### config.mk
export PLATFORM = sky130hd
export DESIGN_NAME = pinmux_bank
export DESIGN_NICKNAME = d
export VERILOG_FILES = /design/src/rtl/pinmux_pkg.sv /design/src/rtl/pinmux_regs.sv /design/src/rtl/pinmux_force_fsm.sv /design/src/rtl/pinmux_pin.sv /design/src/rtl/pinmux_bank.sv
export SDC_FILE = /design/constraint.sdc
export NUM_CORES = 1
export LEC_CHECK = 0
export BUFFER_PORTS_ARGS = -buffer_cell sky130_fd_sc_hd__buf_4
export CORE_AREA = 2 2 188 190
export CTS_BUF_LIST = sky130_fd_sc_hd__clkbuf_8
export DETAILED_ROUTE_END_ITERATION = 12
export DIE_AREA = 0 0 190 192
export SKIP_CTS_REPAIR_TIMING = 1
export SLEW_MARGIN = 5
export SYNTH_ARGS = -nofsm -noshare
export SYNTH_HDL_FRONTEND = slang
export SYNTH_SLANG_ARGS = --single-unit
### constraint.sdc
create_clock -name clk -period 2.3 [get_ports clk]
set_clock_uncertainty 0.2 [all_clocks]
set_input_delay 0.46 -clock clk [delete_from_list [all_inputs] [get_ports clk]]
set_output_delay 0.46 -clock clk [all_outputs]
set_load 0.05 [all_outputs]
### src/rtl/pinmux_pkg.sv
package pinmux_pkg;
    typedef enum logic [1:0] {
        FN_GPIO = 2'b00,
        FN_ALTA = 2'b01,
        FN_ALTB = 2'b10,
        FN_ALTC = 2'b11
    } func_e;

    typedef enum logic {
        ST_RUN    = 1'b0,
        ST_FORCED = 1'b1
    } force_state_e;

    localparam int unsigned NUM_SRC = 4;
endpackage

### src/rtl/pinmux_regs.sv
module pinmux_regs #(
    parameter int unsigned NPINS  = 32,
    parameter int unsigned ADDR_W = 2
) (
    input  logic              clk,
    input  logic              rst_n,
    input  logic              wr_i,
    input  logic [ADDR_W-1:0] addr_i,
    input  logic [NPINS-1:0]  wdata_i,
    output logic [NPINS-1:0]  rdata_o,
    output logic [NPINS-1:0]  sel_a_o,
    output logic [NPINS-1:0]  sel_b_o,
    output logic [NPINS-1:0]  slp_o
);
    localparam logic [ADDR_W-1:0] ADR_SELA = ADDR_W'(0);
    localparam logic [ADDR_W-1:0] ADR_SELB = ADDR_W'(1);
    localparam logic [ADDR_W-1:0] ADR_SLP  = ADDR_W'(2);

    logic [NPINS-1:0] sel_a_q, sel_b_q, slp_q;

    always_ff @(posedge clk or negedge rst_n) begin
        if (!rst_n) begin
            sel_a_q <= '0;
            sel_b_q <= '0;
            slp_q   <= '0;
        end else if (wr_i) begin
            if (addr_i == ADR_SELA) sel_a_q <= wdata_i;
            if (addr_i == ADR_SELB) sel_b_q <= wdata_i;
            if (addr_i == ADR_SLP)  slp_q   <= wdata_i;
        end
    end

    always_comb begin
        rdata_o = '0;
        if (addr_i == ADR_SELA) rdata_o = sel_a_q;
        if (addr_i == ADR_SELB) rdata_o = sel_b_q;
        if (addr_i == ADR_SLP)  rdata_o = slp_q;
    end

    assign sel_a_o = sel_a_q;
    assign sel_b_o = sel_b_q;
    assign slp_o   = slp_q;


    sel_a_write_chk: assert property (@(posedge clk) disable iff (!rst_n)
        (wr_i && addr_i == ADR_SELA) |=> (sel_a_o == $past(wdata_i)));


    reserved_write_chk: assert property (@(posedge clk) disable iff (!rst_n)
        (wr_i && addr_i > ADR_SLP) |=> ($stable(sel_a_o) && $stable(sel_b_o) && $stable(slp_o)));
endmodule

### src/rtl/pinmux_force_fsm.sv
module pinmux_force_fsm
    import pinmux_pkg::*;
(
    input  logic clk,
    input  logic rst_n,
    input  logic force_i,
    output logic forced_o
);
    force_state_e state_q, state_d;

    always_ff @(posedge clk or negedge rst_n) begin
        if (!rst_n) state_q <= ST_RUN;
        else        state_q <= state_d;
    end

    always_comb begin
        state_d = state_q;
        unique case (state_q)
            ST_RUN:    if (force_i)  state_d = ST_FORCED;
            ST_FORCED: if (!force_i) state_d = ST_RUN;
            default:   state_d = ST_RUN;
        endcase
    end

    always_comb begin
        forced_o = 1'b0;
        unique case (state_q)
            ST_RUN:    forced_o = 1'b0;
            ST_FORCED: forced_o = 1'b1;
            default:   forced_o = 1'b0;
        endcase
    end


    enter_chk: assert property (@(posedge clk) disable iff (!rst_n)
        force_i |=> forced_o);


    leave_chk: assert property (@(posedge clk) disable iff (!rst_n)
        !force_i |=> !forced_o);
endmodule

### src/rtl/pinmux_pin.sv
module pinmux_pin
    import pinmux_pkg::*;
(
    input  logic               clk,
    input  logic               rst_n,
    input  logic               sel_a_i,
    input  logic               sel_b_i,
    input  logic               slp_i,
    input  logic               forced_i,
    input  logic [NUM_SRC-1:0] src_do_i,
    input  logic [NUM_SRC-1:0] src_oe_i,
    output logic               do_o,
    output logic               oe_o,
    output logic [1:0]         func_o
);
    func_e sel_fn, eff_fn;

    always_comb begin
        sel_fn = func_e'({sel_b_i, sel_a_i});
        eff_fn = (forced_i && !slp_i) ? FN_GPIO : sel_fn;
    end

    always_comb begin
        do_o = 1'b0;
        oe_o = 1'b0;
        unique case (eff_fn)
            FN_GPIO: begin do_o = src_do_i[0]; oe_o = src_oe_i[0]; end
            FN_ALTA: begin do_o = src_do_i[1]; oe_o = src_oe_i[1]; end
            FN_ALTB: begin do_o = src_do_i[2]; oe_o = src_oe_i[2]; end
            FN_ALTC: begin do_o = src_do_i[3]; oe_o = src_oe_i[3]; end
            default: begin do_o = 1'b0;        oe_o = 1'b0;        end
        endcase
    end

    assign func_o = eff_fn;


    override_gpio_chk: assert property (@(posedge clk) disable iff (!rst_n)
        (forced_i && !slp_i) |-> (func_o == 2'b00 && do_o == src_do_i[0] && oe_o == src_oe_i[0]));


    keep_sel_chk: assert property (@(posedge clk) disable iff (!rst_n)
        (forced_i && slp_i) |-> (func_o == {sel_b_i, sel_a_i}));
endmodule

### src/rtl/pinmux_bank.sv
module pinmux_bank
    import pinmux_pkg::*;
#(
    parameter int unsigned NPINS  = 32,
    parameter int unsigned ADDR_W = 2
) (
    input  logic              clk,
    input  logic              rst_n,
    input  logic              reg_wr,
    input  logic [ADDR_W-1:0] reg_addr,
    input  logic [NPINS-1:0]  reg_wdata,
    output logic [NPINS-1:0]  reg_rdata,
    input  logic              force_sleep,
    input  logic [NPINS-1:0]  gpio_do,
    input  logic [NPINS-1:0]  gpio_oe,
    input  logic [NPINS-1:0]  alta_do,
    input  logic [NPINS-1:0]  alta_oe,
    input  logic [NPINS-1:0]  altb_do,
    input  logic [NPINS-1:0]  altb_oe,
    input  logic [NPINS-1:0]  altc_do,
    input  logic [NPINS-1:0]  altc_oe,
    output logic [NPINS-1:0]  pad_do,
    output logic [NPINS-1:0]  pad_oe,
    output logic [2*NPINS-1:0] pad_func,
    output logic [NPINS-1:0]  wake_en
);
    logic [NPINS-1:0] sel_a, sel_b, slp;
    logic             forced;

    pinmux_regs #(.NPINS(NPINS), .ADDR_W(ADDR_W)) u_regs (
        .clk     (clk),
        .rst_n   (rst_n),
        .wr_i    (reg_wr),
        .addr_i  (reg_addr),
        .wdata_i (reg_wdata),
        .rdata_o (reg_rdata),
        .sel_a_o (sel_a),
        .sel_b_o (sel_b),
        .slp_o   (slp)
    );

    pinmux_force_fsm u_fsm (
        .clk      (clk),
        .rst_n    (rst_n),
        .force_i  (force_sleep),
        .forced_o (forced)
    );

    for (genvar p = 0; p < NPINS; p++) begin : g_pin
        pinmux_pin u_pin (
            .clk      (clk),
            .rst_n    (rst_n),
            .sel_a_i  (sel_a[p]),
            .sel_b_i  (sel_b[p]),
            .slp_i    (slp[p]),
            .forced_i (forced),
            .src_do_i ({altc_do[p], altb_do[p], alta_do[p], gpio_do[p]}),
            .src_oe_i ({altc_oe[p], altb_oe[p], alta_oe[p], gpio_oe[p]}),
            .do_o     (pad_do[p]),
            .oe_o     (pad_oe[p]),
            .func_o   (pad_func[2*p +: 2])
        );
    end

    assign wake_en = ~slp;


    wake_follow_chk: assert property (@(posedge clk) disable iff (!rst_n)
        (reg_wr && reg_addr == ADDR_W'(2)) |=> (wake_en == ~$past(reg_wdata)));


    reset_state_chk: assert property (@(posedge clk)
        !rst_n |-> (pad_func == '0 && wake_en == '1));
endmodule

==> results of run 1 <==
## critical path: cells and delay by family, from the launching register on
kind / cells / cell delay, ns
DFF: 1 / 0.47
AOI/OAI and AO/OA: 2 / 0.39
buffers and inverters: 3 / 0.56
and+or+nand+nor: 1 / 0.17
## per-layer routing
metal	share of wire (%)	vias to the layer above	GRT usage, %
met1	40	4629	21.13
met4	3.1	0	6.112
met3	7.1	57	4.312
met2	50	391	31.75
met5	0	-	0
li1	-	4615	-
## synthesized netlist by cell type
cell | instances | area (µm²)
a21oi_1 | 1 | 5.000
a221oi_1 | 56 | 490.5
a22o_1 | 55 | 481.7
a31oi_1 | 7 | 43.79
a32oi_1 | 1 | 8.760
and2_1 | 31 | 193.9
and2b_1 | 21 | 157.7
buf_2 | 37 | 185.2
buf_4 | 64 | 480.5
buf_6 | 3 | 33.78
clkbuf_1 | 21 | 78.83
dfrtp_1 | 97 | 2427
inv_1 | 73 | 274.0
mux2_1 | 10 | 112.6
mux2_2 | 35 | 394.1
mux2_4 | 20 | 300.3
mux2i_1 | 94 | 940.9
nand2_1 | 64 | 240.2
nand2_2 | 1 | 6.260
nand2b_1 | 88 | 550.5
nand3_1 | 8 | 40.04
nand3b_1 | 1 | 7.510
nor2_1 | 151 | 566.8
nor2b_1 | 12 | 75.07
nor3b_2 | 1 | 12.51
o21ai_0 | 64 | 320.3
o21ai_1 | 2 | 10.01
o221a_2 | 7 | 78.83
o22ai_1 | 56 | 350.3
o32ai_1 | 1 | 8.760
## worst max path at each step
stage / startpoint / endpoint / depth (start not counted)
floorplan: reg_addr[0] / reg_rdata[18] / 4
detailed placement: u_fsm.state_q$_DFF_PN0_ / pad_oe[0] / 5
global route: u_fsm.state_q$_DFF_PN0_ / pad_oe[0] / 5
finish: u_fsm.state_q$_DFF_PN0_ / pad_do[29] / 6
global placement: u_fsm.state_q$_DFF_PN0_ / pad_oe[0] / 5
CTS: u_fsm.state_q$_DFF_PN0_ / pad_oe[0] / 5
## metrics by stage
step	area (µm²)	std cells	setup slack [ns]	total power (µW)	TNS, ns
3_5_place_dp	12860	1937	-0.02816	9179	-0.02816
3_3_place_gp	12860	1937	-0.06195	9133	-0.06195
6_report	14060	1967	-0.3156	10940	-15.08
4_1_cts	13050	1953	-0.4644	10370	-17.76
2_1_floorplan	8985	1082	-0.08500	7356	-0.08500
5_1_grt	14060	1967	-0.4272	11490	-23.83
## power groups by stage
stage / clock network [µW] / registers (µW) / logic [µW]
floorplan: 0 / 2260 / 5090
global placement: 0 / 2590 / 6550
detailed placement: 0 / 2600 / 6580
CTS: 1210 / 2570 / 6600
global route: 1270 / 2680 / 7550
finish: 1140 / 2600 / 7200
## cells by family (layout without fill, tap and decap cells)
kind of cell           after synthesis  in the layout  synth area share, %
multiplexers                       159            159                19.69
AND/OR/NAND/NOR                    378            378                20.85
flip-flops                          97             97                27.35
buffers and inverters              198            628                11.86
AO/OA/AOI/OAI                      250            250                20.26
## cell type report
type                       instances  area, µm²
sequential                        97       2436
inverter                          73      274.0
clock buffer                       9      123.9
multi-input combinational        787       6043
timing repair buffer             539       4546
tap                              455      569.3
fill                            3496      20230
clock inverter                     7      65.06
## state kept, by name (all words and copies together) (netlist names)
register	count
u_fsm.state_q	1
u_regs.slp_o	32
u_regs.sel_a_o	32
u_regs.sel_b_o	32
## placed cells by master, fill, tap and decap left out, drive strengths merged
cell type	count
nand3b	1
nand2	65
buf	536
and2b	21
clkbuf	10
nand2b	88
mux2i	94
nand3	8
a21oi	1
o32ai	1
o22ai	56
dlygate4sd3	2
inv	76
bufinv	1
nor2b	12
clkinv	1
a22o	55
nor2	151
a221oi	56
mux2	65
clkinvlp	2
a31oi	7
and2	31
o21ai	66
nor3b	1
dfrtp	97
o221a	7
a32oi	1
==> metrics.txt, run 1 <==
reg2reg path depth 2; fin nets 1801; vias 9692; FF+latch count, synth 97; CORE AREA 0.03429 mm²; # IOs 486; CTS tree built; Seq pwr share 23.8%; Die Width 190 µm; hold_ws 0.09448 ns; synthesis warning total 0; cell internal pwr 5380 µW; clk root buf clkbuf_8; Setup violations, final 72; Core Util, Final 41.00%; Critical Path Source Type register; Slowest-stage cell, CP dfrtp_2; Total GRT Usage 17.92%; CP Data Arrival Time 1.96 ns; Hold Fails Final Rpt 0; clk_lat worst skew 0.37 ns; Netlist Area Pre-Place 0.008876 mm²; largest net degree at the start of global routing 65; CP max FO 32; Critical Path, Cell by Cell buf_12 -> nor2b_4 -> buf_6 -> o22ai_1 -> a221oi_1 -> buf_4; failing checks setup timing; Bufs on Longest Clock Path 2; Max stage delay on crit path 0.47 ns; Worst Hold Path EP u_regs.sel_a_o[21]$_DFFE_PN0P_; # DRC 0; hold path depth 3; RSZ-0062 raised after global routing true; worst hold path type in2reg; Port Buffers 485; Routed wire per std cell 18.43 µm; status finished, violations left; MaxCap Viol Count 0; Peak Freq 382.3 MHz; Synth Instances 1082; Final Critical Period 2.616 ns; Antenna Cells 0; critical path class reg2out; syn avg cell area 8.203 µm²; Initial DRC Count 394; Final Cycle Share 113.7%; global-route wire length before repair 51940 µm; Sw Ratio 50.83%; post-route ant nets 0; Rel. slew slack 71.48%; Rows 68; net count after synthesis 1376; HPWL Detailed 27880 µm; CP required 1.64 ns; area growth from synthesis to layout 58.37%; drt via density 4.927; share of cells above drive strength 1 49.60%; Peak supply drop 0.0004337 V; Die H 192 µm; Num CTS Buffers 9; setup ws final -0.3156 ns; Reg2Reg Launch Point u_regs.sel_b_o[13]$_DFFE_PN0P_; First-pass DRT Iterations 5; Final Slew Violations 0; Comb power frac 65.8%; hold path startpoint reg_wdata[21]; WL final 36260 µm; initial antenna violation count 0; R2R setup slack 1.04 ns; clk sinks 97; power per standard cell area 778.4 mW/mm²; synth unique cells 30; Psw 5562 µW; Worst-Margin Slew 0.4278 ns; RR Endpoint u_regs.sel_b_o[13]$_DFFE_PN0P_; H-tree levels 3; Seq/Total Area, Yosys 27.35%; Starting Density 25.89%; Leak 0.006831 µW; Die ar. 0.03648 mm²; Crit. End Element output port; vias in the first global route 9567; GPL Wtd Cong 0.9382; clock power share 10.4%; Clock Pin Slew Worst Setup and Hold Paths 0.11 ns; Remaining Overflow, GRT 0
(Power assumes the default switching activity.)
==> run 2: changes to the inputs <==
--- a/config.mk
+++ b/config.mk
@@ -10,7 +10,7 @@
 export CTS_BUF_LIST = sky130_fd_sc_hd__clkbuf_8
 export DETAILED_ROUTE_END_ITERATION = 12
 export DIE_AREA = 0 0 190 192
-export SKIP_CTS_REPAIR_TIMING = 1
+export PLACE_DENSITY = 0.56
 export SLEW_MARGIN = 5
 export SYNTH_ARGS = -nofsm -noshare
 export SYNTH_HDL_FRONTEND = slang
==> run 2 against run 1 <==
The run still ends with setup timing left; largest power group unchanged; final area is 0.46% lower; clock power is 8% higher; sequential power hardly changed.
==> metrics.txt, run 2 (synthesized netlist as in run 1, its figures left out) <==
Starting Density 25.89% (unchanged); Rows 68 (unchanged); clock power share 11.2% (+0.8 points); final non-filler cell total 1960 (-0.36%); RSZ-0062 raised after global routing true; vias 9536 (-1.6%); Seq pwr share 23.6% (-0.2 points); multi-input logic area 0.006021 mm² (-0.37%); clk root buf clkbuf_8; RR Endpoint u_regs.sel_b_o[19]$_DFFE_PN0P_; hold path depth 3 (unchanged); CORE AREA 0.03429 mm² (unchanged); MaxCap Viol Count 0 (unchanged); Final Critical Period 2.606 ns (-0.009301 ns); # IOs 486 (unchanged); Hold Fails Final Rpt 0 (unchanged); Die ar. 0.03648 mm² (unchanged); vias in the first global route 9659 (+0.96%); Critical Path Source Type register; critical path class reg2out; share of cells above drive strength 1 50.17% (+0.56 points); Final Slew Violations 0 (unchanged); CTS tree built; Sw Ratio 50.89% (+0.063 points); Die Width 190 µm (unchanged); failing checks setup timing; reg2reg path depth 2 (unchanged); drt via density 4.865 (-1.3%); Port Buffers 485 (unchanged); Antenna Cells 0 (unchanged); HPWL Detailed 28300 µm (+1.5%); Reg2Reg Launch Point u_regs.sel_b_o[19]$_DFFE_PN0P_; largest net degree at the start of global routing 98 (+51%); Final Cycle Share 113.3% (-0.40 points); Comb power frac 65.1% (-0.7 points); WL final 36350 µm (+0.23%); status finished, violations left; area growth from synthesis to layout 57.64%; worst hold path type in2reg; Rel. slew slack 61.16% (-10 points); Num CTS Buffers 9 (unchanged); Bufs on Longest Clock Path 2 (unchanged); Leak 0.006765 µW (-0.96%); First-pass DRT Iterations 4 (-1); Peak Freq 383.7 MHz (+0.36%); fin nets 1794 (-0.39%); Worst-Margin Slew 0.5826 ns (+0.1548 ns); Die H 192 µm (unchanged); fill count 3496 (unchanged); setup ws final -0.3063 ns (+0.009301 ns); GPL Wtd Cong 0.8927 (-4.8%); hold path startpoint reg_wdata[17]; initial antenna violation count 0 (unchanged); post-route ant nets 0 (unchanged); Initial DRC Count 336 (-15%); Worst Hold Path EP u_regs.sel_a_o[17]$_DFFE_PN0P_; CP required 1.64 ns (about the same); Peak supply drop 0.0004015 V (-7.4%); CP Data Arrival Time 1.95 ns (about the same); commonest non-fill, non-tap cell in the layout buf_4; most frequent cells in the layout 444 x buf_4, 140 x nor2_1, 94 x mux2i_1, 85 x dfrtp_1, 73 x inv_1; Total GRT Usage 18.48% (+0.56 points); power per standard cell area 785.6 mW/mm² (+0.94%); R2R setup slack 1.04 ns (about the same); H-tree levels 3 (unchanged); Psw 5595 µW (+0.60%); clk sinks 97 (unchanged); register area 0.002442 mm² (+0.26%); cell internal pwr 5398 µW (+0.34%); Place WS -0.01323 ns (+0.01493 ns); global-route wire length before repair 53170 µm (+2.4%); CP max FO 4 (-88%); Clock Pin Slew Worst Setup and Hold Paths 0.12 ns (about the same); Crit. End Element output port; clk_lat worst skew 0.37 ns (about the same); setup TNS -13.45 ns (+1.628 ns); Setup violations, final 68 (-5.6%); Cells after DPL 1935 (-0.10%); Remaining Overflow, GRT 0 (unchanged); Routed wire per std cell 18.54 µm (+0.59%); # DRC 0 (unchanged)
## run 2: cell types whose count changed in the layout (fill, tap and decap cells not counted), moves of 4 or more
cell,previous run,this run
dfrtp_1,90,85
and2b_2,8,13
and2b_1,13,8
buf_4,450,444
buf_8,13,9
dfrtp_2,7,12
## run 2: worst max-delay path, cell delays in order, from the launching register on
cell and delay (ns):
dfrtp_2 0.43, buf_4 0.17, buf_8 0.16, nor2b_4 0.18
o22ai_1 0.09, a221oi_1 0.29, buf_4 0.25
## run 2: metal layers
metal	vias to the layer above	wire, µm	GRT usage (%)
li1	4601	-	-
met1	4556	14540	21.50
met2	331	18480	33.48
met3	48	2354	4.166
met4	0	976	5.933
met5	-	0	0
## run 2: worst max path at each step
stage / slack (ns) / from / endpoint / cells after the start
after floorplan: -0.08 / reg_addr[0] / reg_rdata[18] / 4
after global placement: -0.04 / u_fsm.state_q$_DFF_PN0_ / pad_do[21] / 6
after detailed placement: -0.01 / u_fsm.state_q$_DFF_PN0_ / pad_do[21] / 6
after CTS: -0.34 / u_fsm.state_q$_DFF_PN0_ / pad_oe[3] / 6
after global routing: -0.40 / u_fsm.state_q$_DFF_PN0_ / pad_oe[1] / 6
final: -0.31 / u_fsm.state_q$_DFF_PN0_ / pad_oe[27] / 6
## run 2: power by group through the flow
stage	combinational, µW	sequential, µW	clock (µW)
final	7160	2600	1230
after floorplan	5090	2260	0
after global routing	7510	2680	1380
after global placement	6540	2590	0
after CTS	6770	2590	1300
after detailed placement	6580	2600	0
## run 2: cell type report
class / instances / area share, %
sequential: 97 / 17.46
clock inverter: 6 / 0.5276
tap: 455 / 4.069
inverter: 73 / 1.958
clock buffer: 10 / 0.9836
multi-input combinational: 787 / 43.03
timing repair buffer: 532 / 31.98
## run 2: stage by stage
step           hold slack [ns]  utilization (%)  total power [µW]  instance area, µm²
2_1_floorplan         -0.03559                -              7356                8985
3_3_place_gp            0.3501            37.45              9139               12840
6_report               0.09505            40.81             10990               13990
3_5_place_dp            0.3563            37.45              9180               12840
4_1_cts                0.06009            38.95             10660               13350
5_1_grt                0.07831            40.81             11570               13990
## run 2: what timing repair did
item / in CTS / in global routing
buffers inserted: 0 / 5
resized for setup: 76 / 132
setup endpoints to repair: 80 / 95
hold endpoints to repair: 98 / 0
hold buffers: 2 / 0
cloned: 0 / 2
pin swaps: 6 / 20
